### src/rtl/scroll_seq_pkg.sv
package scroll_seq_pkg;
    typedef enum logic [1:0] {
        LINE_VISIBLE   = 2'd0,
        LINE_VBLANK    = 2'd1,
        LINE_PRERENDER = 2'd2
    } line_kind_e;

    typedef struct packed {
        logic vert_inc;
        logic horiz_copy;
        logic full_reload;
    } strobe_t;
endpackage

### src/rtl/scroll_dot_ctr.sv
module scroll_dot_ctr #(
    parameter int DOTS  = 341,
    parameter int DOT_W = $clog2(DOTS)
) (
    input  logic             clk,
    input  logic             rst,
    output logic [DOT_W-1:0] dot_o,
    output logic             wrap_o
);
    localparam logic [DOT_W-1:0] LAST_DOT = DOT_W'(DOTS - 1);

    assign wrap_o = (dot_o == LAST_DOT);

    always_ff @(posedge clk) begin
        if (rst)         dot_o <= '0;
        else if (wrap_o) dot_o <= '0;
        else             dot_o <= dot_o + 1'b1;
    end

    // the dot count never leaves its range
    assert_dot_range_R2: assert property (@(posedge clk) disable iff (rst)
        dot_o <= LAST_DOT);
    // the count steps by one below the last dot
    assert_dot_step_R2: assert property (@(posedge clk) disable iff (rst)
        (dot_o != LAST_DOT) |=> (dot_o == $past(dot_o) + 1'b1));
    // the count returns to zero after the last dot
    assert_dot_wrap_R2: assert property (@(posedge clk) disable iff (rst)
        (dot_o == LAST_DOT) |=> (dot_o == '0));
endmodule

### src/rtl/scroll_line_fsm.sv
module scroll_line_fsm
    import scroll_seq_pkg::*;
#(
    parameter int LINES     = 262,
    parameter int VIS_LINES = 240,
    parameter int LINE_W    = $clog2(LINES)
) (
    input  logic              clk,
    input  logic              rst,
    input  logic              wrap_i,
    output logic [LINE_W-1:0] line_o,
    output line_kind_e        kind_o
);
    localparam logic [LINE_W-1:0] LAST_LINE = LINE_W'(LINES - 1);
    localparam logic [LINE_W-1:0] LAST_VIS  = LINE_W'(VIS_LINES - 1);
    localparam logic [LINE_W-1:0] LAST_BLK  = LINE_W'(LINES - 2);

    line_kind_e state_q, state_d;

    // state register
    always_ff @(posedge clk) begin
        if (rst) state_q <= LINE_VISIBLE;
        else     state_q <= state_d;
    end

    // next state: transitions only at the end of a line
    always_comb begin
        state_d = state_q;
        if (wrap_i) begin
            unique case (state_q)
                LINE_VISIBLE:   if (line_o == LAST_VIS) state_d = LINE_VBLANK;
                LINE_VBLANK:    if (line_o == LAST_BLK) state_d = LINE_PRERENDER;
                LINE_PRERENDER: state_d = LINE_VISIBLE;
                default:        state_d = LINE_VISIBLE;
            endcase
        end
    end

    // line counter
    always_ff @(posedge clk) begin
        if (rst)                                  line_o <= '0;
        else if (wrap_i && line_o == LAST_LINE)   line_o <= '0;
        else if (wrap_i)                          line_o <= line_o + 1'b1;
    end

    assign kind_o = state_q;

    // line count stays in range
    assert_line_range_R3: assert property (@(posedge clk) disable iff (rst)
        line_o <= LAST_LINE);
    // line holds between wraps
    assert_line_hold_R3: assert property (@(posedge clk) disable iff (rst)
        !wrap_i |=> $stable(line_o));
    // classifier agrees with the line counter
    assert_kind_blank_R8: assert property (@(posedge clk) disable iff (rst)
        (state_q == LINE_VBLANK) == (line_o > LAST_VIS && line_o < LAST_LINE));
    // pre-render state only on the last line
    assert_kind_pre_R7: assert property (@(posedge clk) disable iff (rst)
        (state_q == LINE_PRERENDER) == (line_o == LAST_LINE));
endmodule

### src/rtl/scroll_strobe_dec.sv
module scroll_strobe_dec
    import scroll_seq_pkg::*;
#(
    parameter int DOT_W      = 9,
    parameter int VIS_DOTS   = 256,
    parameter int VINC_DOT   = 251,
    parameter int HCOPY_DOT  = 257,
    parameter int RELOAD_DOT = 304
) (
    input  logic             clk,
    input  logic             rst,
    input  logic [DOT_W-1:0] dot_i,
    input  line_kind_e       kind_i,
    input  logic             render_en,
    output strobe_t          stb_o,
    output logic             hblank_o
);
    logic rendered_line;

    always_comb begin
        unique case (kind_i)
            LINE_VISIBLE, LINE_PRERENDER: rendered_line = 1'b1;
            default:                      rendered_line = 1'b0;
        endcase
    end

    always_comb begin
        stb_o             = '0;
        stb_o.vert_inc    = render_en && rendered_line && (dot_i == DOT_W'(VINC_DOT));
        stb_o.horiz_copy  = render_en && rendered_line && (dot_i == DOT_W'(HCOPY_DOT));
        stb_o.full_reload = render_en && (kind_i == LINE_PRERENDER)
                            && (dot_i == DOT_W'(RELOAD_DOT));
    end

    assign hblank_o = (dot_i >= DOT_W'(VIS_DOTS));

    // strobes are mutually exclusive
    assert_strobe_onehot_R10: assert property (@(posedge clk) disable iff (rst)
        $onehot0({stb_o.vert_inc, stb_o.horiz_copy, stb_o.full_reload}));
    // no strobe without rendering
    assert_strobe_gated_R9: assert property (@(posedge clk) disable iff (rst)
        !render_en |-> (stb_o == '0));
    // nothing during vertical blanking
    assert_strobe_blank_R8: assert property (@(posedge clk) disable iff (rst)
        (kind_i == LINE_VBLANK) |-> (stb_o == '0));
    // a strobe is a single-dot pulse
    assert_vinc_pulse_R5: assert property (@(posedge clk) disable iff (rst)
        stb_o.vert_inc |=> !stb_o.vert_inc);
endmodule

### src/rtl/scroll_seq.sv
module scroll_seq
    import scroll_seq_pkg::*;
#(
    parameter int DOTS       = 341,
    parameter int LINES      = 262,
    parameter int VIS_LINES  = 240,
    parameter int VIS_DOTS   = 256,
    parameter int VINC_DOT   = 251,
    parameter int HCOPY_DOT  = 257,
    parameter int RELOAD_DOT = 304,
    parameter int DOT_W      = $clog2(DOTS),
    parameter int LINE_W     = $clog2(LINES)
) (
    input  logic              clk,
    input  logic              rst,
    input  logic              render_en,
    output logic [DOT_W-1:0]  dot_o,
    output logic [LINE_W-1:0] line_o,
    output logic              hblank_o,
    output logic              vert_inc_o,
    output logic              horiz_copy_o,
    output logic              full_reload_o
);
    logic       wrap;
    line_kind_e kind;
    strobe_t    stb;

    scroll_dot_ctr #(.DOTS(DOTS), .DOT_W(DOT_W)) u_dot (
        .clk(clk), .rst(rst), .dot_o(dot_o), .wrap_o(wrap)
    );

    scroll_line_fsm #(.LINES(LINES), .VIS_LINES(VIS_LINES), .LINE_W(LINE_W)) u_line (
        .clk(clk), .rst(rst), .wrap_i(wrap), .line_o(line_o), .kind_o(kind)
    );

    scroll_strobe_dec #(
        .DOT_W(DOT_W), .VIS_DOTS(VIS_DOTS), .VINC_DOT(VINC_DOT),
        .HCOPY_DOT(HCOPY_DOT), .RELOAD_DOT(RELOAD_DOT)
    ) u_dec (
        .clk(clk), .rst(rst), .dot_i(dot_o), .kind_i(kind),
        .render_en(render_en), .stb_o(stb), .hblank_o(hblank_o)
    );

    assign vert_inc_o    = stb.vert_inc;
    assign horiz_copy_o  = stb.horiz_copy;
    assign full_reload_o = stb.full_reload;

    // the line advances on a dot wrap
    assert_line_adv_R3: assert property (@(posedge clk) disable iff (rst)
        (wrap && line_o != LINE_W'(LINES - 1)) |=> (line_o == $past(line_o) + 1'b1));
    // reload only on the final line
    assert_reload_line_R7: assert property (@(posedge clk) disable iff (rst)
        full_reload_o |-> (line_o == LINE_W'(LINES - 1)));
endmodule

### config.mk
export PLATFORM = sky130hd
export DESIGN_NAME = scroll_seq
export DESIGN_NICKNAME = d
export VERILOG_FILES = /design/src/rtl/scroll_seq_pkg.sv /design/src/rtl/scroll_dot_ctr.sv /design/src/rtl/scroll_line_fsm.sv /design/src/rtl/scroll_strobe_dec.sv /design/src/rtl/scroll_seq.sv
export SDC_FILE = /design/constraint.sdc
export NUM_CORES = 1
export LEC_CHECK = 0
export BUFFER_PORTS_ARGS = -buffer_cell sky130_fd_sc_hd__clkbuf_2
export CAP_MARGIN = 20
export CORE_UTILIZATION = 50
export DETAILED_ROUTE_END_ITERATION = 6
export PLACE_DENSITY = 0.75
export SLEW_MARGIN = 5
export SYNTH_ARGS = -nofsm -noshare
export SYNTH_HDL_FRONTEND = slang
export SYNTH_SLANG_ARGS = --single-unit
### constraint.sdc
create_clock -name clk -period 2.2 [get_ports clk]
set_input_delay 0.11 -clock clk [delete_from_list [all_inputs] [get_ports clk]]
set_output_delay 0.11 -clock clk [all_outputs]
set_load 0.005 [all_outputs]
==> Yosys cells after proc, flatten, opt, wreduce, memory -nomap -nowiden <==
Index checks and enable logic that the tools add are counted.
{ "classes": {"n_addsub": 2, "n_lt_le_gt_ge": 1, "n_eq_ne": 11, "mux": 4, "n_reduce_logical": 11} }
{ "ops": {"columns": ["op", "count"], "rows": [
  ["equality test 9 bit, second input constant", 5],
  ["adder 9 x 1 -> 9 bit, second input constant", 2],
  ["equality test 9 x 8 -> 1 bit, second input constant", 2],
  [">= comparator 9 bit, second input constant", 1],
  ["logical AND 1 bit", 6],
  ["OR reduction 2 bit", 3],
  ["two-way mux 2 bit", 2],
  ["case mux 2 bit (2 select lines)", 1],
  ["AND reduction 3 bit", 1],
  ["equality test 2 x 1 -> 1 bit, second input constant", 1],
  ["equality test 2 bit, second input constant", 1],
  ["zero test 2 bit", 1],
  ["inequality test 2 x 1 -> 1 bit, second input constant", 1],
  ["inequality test 2 bit, second input constant", 1],
  ["two-way mux 1 bit", 1]
]} }
{ "totals": {"regBits": 20, "in_bits": 3, "out_inout_bits": 22, "word_cells": 32} }

==> Logic depth before layout (Yosys ltp) <==
Gate-level depths: netlist (run 1).
{ "logic_depth": {"ltp_word": 5, "depth_mapped": 7, "depth_no_buf": 6} }

==> Cells and area by module <==
Synthesis (run 1) repeated with hierarchy kept, for this count alone.
{ "unflattened": {"cells_unflattened": 121, "hier_area_um2": 1083.5} }
{ "by_module_without_submodules": {"columns": ["mod", "instances", "cells_each", "area_each_um2", "seq_area_each_um2"], "rows": [
  ["scroll_line_fsm", 1, 62, 566.8, 220.2],
  ["scroll_dot_ctr", 1, 47, 421.7, 180.2],
  ["scroll_strobe_dec", 1, 12, 95.1, 0.0]
]} }

==> Worst setup path after synthesis (run 1) <==
No wires, ideal clock.
{ "synth_timing": {"kind": "reg2reg", "startpoint": "register u_line.line_o[5]", "endpoint": "register u_line.state_q[0] (netlist: u_line.kind_o[0])", "setup_time_ns": 0.057, "arrival_time_ns": 1.581, "t_required_ns": 2.143, "slack_ns": 0.562, "path_stages_with_launch": 6, "path_buffers": 1, "synth_period_minus_slack_ns": 1.638, "path_cell_list": "dfxtp_1 > buf_4 > or4b_1 > or4_1 > nor4_2 > a21o_1"} }
{ "synth_between": {"elab_chain_len": 3, "word_cells_on_any_way": 5, "classes_between": "eq/ne (4); reduce/logical (1)"} }
{ "synth_lines": {"columns": ["element", "line", "source"], "rows": [
  ["from (decl)", "scroll_line_fsm.sv:11", "output logic [LINE_W-1:0] line_o,"],
  ["from (signal assigned)", "scroll_line_fsm.sv:43", "else if (wrap_i) line_o <= line_o + 1'b1;"],
  ["equality test 9 x 8 -> 1 bit or equality test 9 bit (tied branches)", "scroll_line_fsm.sv:31, scroll_line_fsm.sv:32", null],
  ["inequality test 2 bit (no line) or inequality test 2 x 1 -> 1 bit (tied branches)", null, null],
  ["AND reduction 3 bit (no line) *", null, null],
  ["to (signal assigned)", "scroll_line_fsm.sv:23", "else state_q <= state_d;"],
  ["to (decl)", "scroll_line_fsm.sv:18", "line_kind_e state_q, state_d;"]
]} }
Every way passes the cells marked *; elsewhere a longest branch is shown, timed or not.
A chain may end at the register's enable or synchronous reset.

==> Final worst setup path (run 1) <==
Ends and elaborated chain as after synthesis.

==> flow_metrics.tcl, run 1 <==
set metrics [dict create \
    cellLeakagePower_nw 0.4722 \
    drt_iter0_drc 34 \
    insertion_delay_ns 0.29 \
    hold_viol 0 \
    drc_errors 0 \
    reg2reg_to "u_line.kind_o[0]" \
    setup_viol 0 \
    antenna_found_initial 0 \
    synthArstFlopShare 0 \
    grt_pass1_wl_mm 3.236 \
    clk_pin_slew_ns 0.10 \
    drive_gt1_frac 0.2095 \
    crit_required_ns 2.45 \
    clkPwrFrac 0.293 \
    gp_congestion 0.8203 \
    htreeDepth 1 \
    min_period_ns 1.741 \
    maxCapViolCount 0 \
    cp.arrival_ns 1.99 \
    avgViaCountPerCell 5.417 \
    cts_setup_buffers 0 \
    grt_max_degree 12 \
    setup_tns_ns 0 \
    tightestPinTransition_ns 0.4053 \
    maxSlewHeadroom 0.7273 \
    dp_hpwl_mm 1.608 \
    vias 948 \
    comb_power_share 0.055 \
    cts-buffers-inserted 3 \
    fin_ws_ns 0.4594 \
    crit_fanout 8 \
    die_area_um2 2261 \
    ir_drop_mv 0.2767 \
    p_switching_w 0.0001274 \
    fmax_mhz 574.5 \
    switching_share 0.2230 \
    dp_cells 172 \
    cpPeakStageDelay_ns 0.50 \
    multi_input_area_um2 586.8 \
    internal_power_w 0.0004439 \
    startpoint "u_line.line_o[5]" \
    avgSynthCellArea_um2 8.433 \
    final_nets 159 \
    hp-class "input pin to flop" \
    grt_pass1_vias 746 \
    die_w_um 47.55 \
    clockRootBuffer "clkbuf_4" \
    die_h_um 47.55 \
    synth_edf_count 0 \
    first_pass_iters 4 \
    r2r_start "u_line.line_o[5]" \
    post_drt_wl_per_cell_um 12.44 \
    fin_util 0.6180 \
    status "finished, final reports clean" \
    ys_types 30 \
    fin_skew_ns 0.002206 \
    netlist_area_um2 1037 \
    whs_ns 0.03747 \
    clock-sinks 20 \
    ys_warn_count 0 \
    seqPwrFrac 0.652 \
    path_cells "or4b_1, or4_1, nor4_2, a21o_1" \
    n_fill_cell 183 \
    cts_resized 0 \
    grt_overflow 0 \
    coreArea_um2 1962 \
    startpoint_type "flop" \
    port-buffer-count 24 \
    diodes 0 \
    hold_buffers 0 \
    ys_seq_elements 20 \
    grt_usage 0.2064 \
    regArea_um2 400.4 \
    synth_cells 123 \
    layout.cells.non_filler 175 \
    finalWirelength_mm 2.177 \
    row_count 16 \
    cts_buffer_depth 2 \
    start_util 0.5287 \
    cp_slowest_cell "dfxtp_1" \
    seq_area_frac_synth 0.3860 \
    drv_slew 0 \
    critPathKind "flop to flop" \
    reg2reg_depth 4 \
    dpl_worst_slack_ns 0.4998 \
    io_pins 25 \
    p_per_area_nw_per_um2 471.3 \
    cts_tree "built" \
    syn_to_final_growth_pct 16.89 \
    ant_nets 0 \
    ys.flop_type "dfxtp_1" \
    endpoint "u_line.kind_o[0]" \
    grt_setup_unrepaired "no" \
    end_kind "flop" \
    synthesis.nets 132 \
    r2r_slack_ns 0.46 \
    period_share 0.7912 \
]
[worst max-delay path: cells and delay by family, from the launching register on]
family             cells  cell delay (ns)
AOI/OAI and AO/OA      1             0.11
DFF                    1             0.50
and+or+nand+nor        3             1.09
[final cells by class]
class,instances,share of cell area
clock buffer,3,0.01858
inverter,7,0.02167
multi-input combinational,91,0.4840
sequential,20,0.3302
tap,27,0.02786
timing repair buffer,27,0.1176
[per-layer routing]
| metal | routed length [um] | GRT usage |
|---|---|---|
| met1 | 1049 | 0.2847 |
| met3 | 124 | 0.03774 |
| met4 | 13 | 0.1111 |
| met2 | 989 | 0.3041 |
| met5 | 0 | 0 |
[state kept, by name (all words and copies together), names as in the netlist]
name	cells
u_dot.dot_o	9
u_line.line_o	9
u_line.kind_o	2
[cells in the final DEF, fill, tap and decap left out, types with 3 or more instances in the layout]
cell type,synthesis,routed
clkbuf_2,0,24
dfxtp_1,20,20
nor2_1,19,19
xnor2_1,11,11
nand2_1,8,8
inv_1,7,7
nor4_1,6,6
ha_1,6,6
nor3_1,5,5
nand3_1,5,5
o21ai_0,4,4
a21oi_1,4,4
nand4_1,3,3
clkbuf_4,0,3
buf_4,1,3
[how the worst min path moves through the flow]
| stage | from | to | cells after the start |
|---|---|---|---|
| after floorplan | rst | u_line.kind_o[1] | 1 |
| after CTS | rst | u_line.kind_o[1] | 2 |
| after global routing | rst | u_line.kind_o[1] | 2 |
| after global placement | rst | u_line.kind_o[1] | 2 |
| final | rst | u_line.kind_o[1] | 2 |
| after detailed placement | rst | u_line.kind_o[1] | 2 |
[stage by stage]
step | total power, W | cell area (um^2)
5_1_grt | 0.0005986 | 1212
3_5_place_dp | 0.0004123 | 1190
4_1_cts | 0.0005773 | 1212
2_1_floorplan | 0.0003984 | 1037
6_report | 0.0005714 | 1212
3_3_place_gp | 0.0004106 | 1190
[power by group through the flow]
stage	registers [W]	logic (W)	clock network, W
finish	0.000373	0.0000314	0.000167
global route	0.000373	0.0000359	0.000189
CTS	0.000373	0.0000318	0.000173
detailed placement	0.000381	0.0000313	0
global placement	0.000380	0.0000303	0
floorplan	0.000380	0.0000180	0
[synth_stat cells, drive strengths merged (3+ instances only)]
cell type / instances / area [um^2]
dfxtp: 20 / 400.4
xnor2: 11 / 96.34
nand3: 5 / 25.02
a21oi: 4 / 20.02
nor3: 5 / 25.02
nand4: 3 / 18.77
ha: 6 / 75.07
buf: 3 / 16.26
nor4: 7 / 50.05
inv: 7 / 26.28
nor2: 19 / 71.32
nand2: 8 / 30.03
o21ai: 4 / 20.02
[logic make-up after synthesis]
group / count (synthesis) / share of synthesized area
flip-flops: 20 / 0.3860
buffers and inverters: 12 / 0.04825
AND/OR/NAND/NOR: 60 / 0.3136
adder cells (fa/ha/maj): 6 / 0.07237
AO/OA/AOI/OAI: 12 / 0.06997
XOR/XNOR: 13 / 0.1098
(Power assumes the default switching activity.)
==> run 2: changes to the inputs <==
--- a/config.mk
+++ b/config.mk
@@ -5,11 +5,12 @@
 export SDC_FILE = /design/constraint.sdc
 export NUM_CORES = 1
 export LEC_CHECK = 0
+export ABC_AREA = 1
 export BUFFER_PORTS_ARGS = -buffer_cell sky130_fd_sc_hd__clkbuf_2
 export CAP_MARGIN = 20
 export CORE_UTILIZATION = 50
 export DETAILED_ROUTE_END_ITERATION = 6
-export PLACE_DENSITY = 0.75
+export PLACE_DENSITY = 0.74
 export SLEW_MARGIN = 5
 export SYNTH_ARGS = -nofsm -noshare
 export SYNTH_HDL_FRONTEND = slang
==> constraint.sdc (replaced) <==
create_clock -name clk -period 1.75 [get_ports clk]
set_input_delay 0.0875 -clock clk [delete_from_list [all_inputs] [get_ports clk]]
set_output_delay 0.0875 -clock clk [all_outputs]
set_load 0.005 [all_outputs]
==> flow_metrics.tcl, run 2 <==
set metrics [dict create \
    grt_setup_unrepaired "no" \
    avgViaCountPerCell 5.204 \
    final_nets 222 \
    ys_types 23 \
    seq_area_frac_synth 0.3272 \
    tightestPinTransition_ns 0.3742 \
    p_per_area_nw_per_um2 632.4 \
    synthXorXnorAreaFrac 0.02863 \
    startpoint "u_dot.dot_o[6]" \
    dp_hpwl_mm 2.106 \
    netlist_area_um2 1224 \
    p_total_w 0.0009020 \
    fmax_mhz 629.2 \
    synth_cells 186 \
    synthTopCellsByCount "57 x nand2_1, 23 x inv_1, 20 x dfxtp_1, 20 x nor2_1, 16 x nand3_1" \
    grt_usage 0.2464 \
    drc_errors 0 \
    drive_gt1_frac 0.1934 \
    diodes 0 \
    ys.flop_type "dfxtp_1" \
    grt.busiest_layer "met2" \
    synth_top_area_frac 0.3272 \
    cts_setup_buffers 0 \
    grtUsageMet3 0.02679 \
    critPathKind "flop to output port" \
    maxCapViolCount 0 \
    r2r_slack_ns 0.24 \
    vias 1249 \
    synthSimpleGateAreaFrac 0.4049 \
    gp_congestion 0.8757 \
    synth_fa_ha_area_frac 0.06135 \
    synth_edf_count 0 \
    grt_pass1_wl_mm 4.905 \
    dp_cells 235 \
    synthesis.nets 195 \
    clk_pin_slew_ns 0.13 \
    period_share 0.9082 \
    row_count 17 \
    ant_nets 0 \
    grt_use_met1 0.3411 \
    ir_drop_mv 0.5361 \
    grt_max_degree 13 \
    startpoint_type "flop" \
    fin_skew_ns 0.01162 \
    die_w_um 51.47 \
    final_common_cell "nand2_1" \
    io_pins 25 \
    synth_compound_gate_area_share 0.07771 \
    synth.most_common_cell "nand2_1" \
    layout.cells.non_filler 240 \
    grt_pass1_vias 1105 \
    synth_top_family_by_area "simple AND/OR/NAND/NOR gates" \
    avgSynthCellArea_um2 6.579 \
    setup_viol 0 \
    grt_use_met2 0.3939 \
    coreArea_um2 2255 \
    cellLeakagePower_nw 0.6056 \
    die_h_um 51.47 \
    crit_required_ns 1.66 \
    finalWirelength_mm 2.856 \
    synthTopCellsByArea "dfxtp_1 33%, nand2_1 17%, inv_1 7.1%, nand3_1 6.5%, ha_1 6.1%" \
    die_area_um2 2649 \
    ys_seq_elements 20 \
    insertion_delay_ns 0.31 \
    ys_warn_count 0 \
    syn_to_final_growth_pct 16.56 \
    clock-sinks 20 \
    antenna_found_initial 0 \
    cts_buffer_depth 2 \
    grt_overflow 0 \
    setup_tns_ns 0 \
    clockRootBuffer "clkbuf_4" \
    port-buffer-count 24 \
    whs_ns 0.4934 \
    hp-class "input pin to flop" \
    cts-buffers-inserted 3 \
    yosysTopAreaCell "dfxtp_1" \
    start_util 0.5427 \
    drt_iter0_drc 53 \
    post_drt_wl_per_cell_um 11.90 \
    hold_viol 0 \
    min_from "rst" \
    end_kind "output port" \
    crit_fanout 7 \
    cp.arrival_ns 1.50 \
    first_pass_iters 5 \
    status "finished, final reports clean" \
    htreeDepth 1 \
    drv_slew 0 \
    maxSlewHeadroom 0.7496 \
    cts_tree "built" \
    min_period_ns 1.589 \
    layout_common_cells "57 x nand2_1, 24 x clkbuf_2, 23 x inv_1" \
    synthArstFlopShare 0 \
    r2r_start "u_dot.dot_o[0]" \
    synthMuxAreaShare 0 \
]
==> run 2: changes by cell type after synthesis, moves of 3 or more <==
cell / previous run / this run
xnor2_1: 11 / 0
a21oi_2: 0 / 4
nand3_1: 5 / 16
o21ai_0: 4 / 1
inv_1: 7 / 23
nor4_1: 6 / 1
nand2_1: 8 / 57
a21oi_1: 4 / 11
==> run 2: layout make-up <==
class                           instances  area (um^2)
Tap cell                               28        35.03
Sequential cell                        20        401.6
Clock buffer                            3        22.52
Inverter                               23        86.33
Clock inverter                          1        30.03
Multi-Input combinational cell        138        705.7
Timing Repair Buffer                   27        145.1
Fill cell                             224        828.3
==> run 2: path summary, 6_finish.rpt <==
| kind | depth (start not counted) | end |
|---|---|---|
| setup / recovery | 4 | vert_inc_o |
| hold / removal | 3 | u_line.kind_o[1] |
| setup reg to reg | 7 | u_dot.dot_o[3] |
| hold reg to reg | 1 | u_dot.dot_o[0] |
==> run 2: routing by layer <==
layer | vias to the layer above | wire length (um)
li1 | 643 | -
met1 | 564 | 1367
met2 | 40 | 1340
met3 | 2 | 138
met4 | 0 | 10
met5 | - | 0
==> run 2: through the flow <==
step	util	worst slack, ns	cell area (um^2)
finish	0.6326	0.1606	1426
global route	0.6326	0.01524	1426
CTS	0.6299	0.03133	1420
detailed placement	0.6021	0.2880	1358
global placement	0.6021	0.4064	1358
floorplan	-	0.4826	1224
==> run 2: cell families after synthesis <==
kind of cell | after synthesis
AO/OA/AOI/OAI | 16
flip-flops | 20
buffers and inverters | 28
adder cells (fa/ha/maj) | 6
AND/OR/NAND/NOR | 112
XOR/XNOR | 4
==> run 2: report_power, final <==
| part | internal (W) | switching, W |
|---|---|---|
| registers | 0.000461 | 0.00000785 |
| clock network | 0.000232 | 0.000161 |
| logic | 0.0000164 | 0.0000246 |
==> run 2: timing repair <==
item | in CTS | in global routing
endpoints found under the setup margin | 0 | 1
gates resized for setup | 0 | 2
hold buffers | 1 | 0
endpoints found under the hold margin | 1 | 0
==> run 2: worst max-delay path: stages (launching register included) <==
cell and delay, ns:
dfxtp_1 0.49, inv_1 0.11, nor3_2 0.25, nor3b_1 0.21
clkbuf_2 0.14
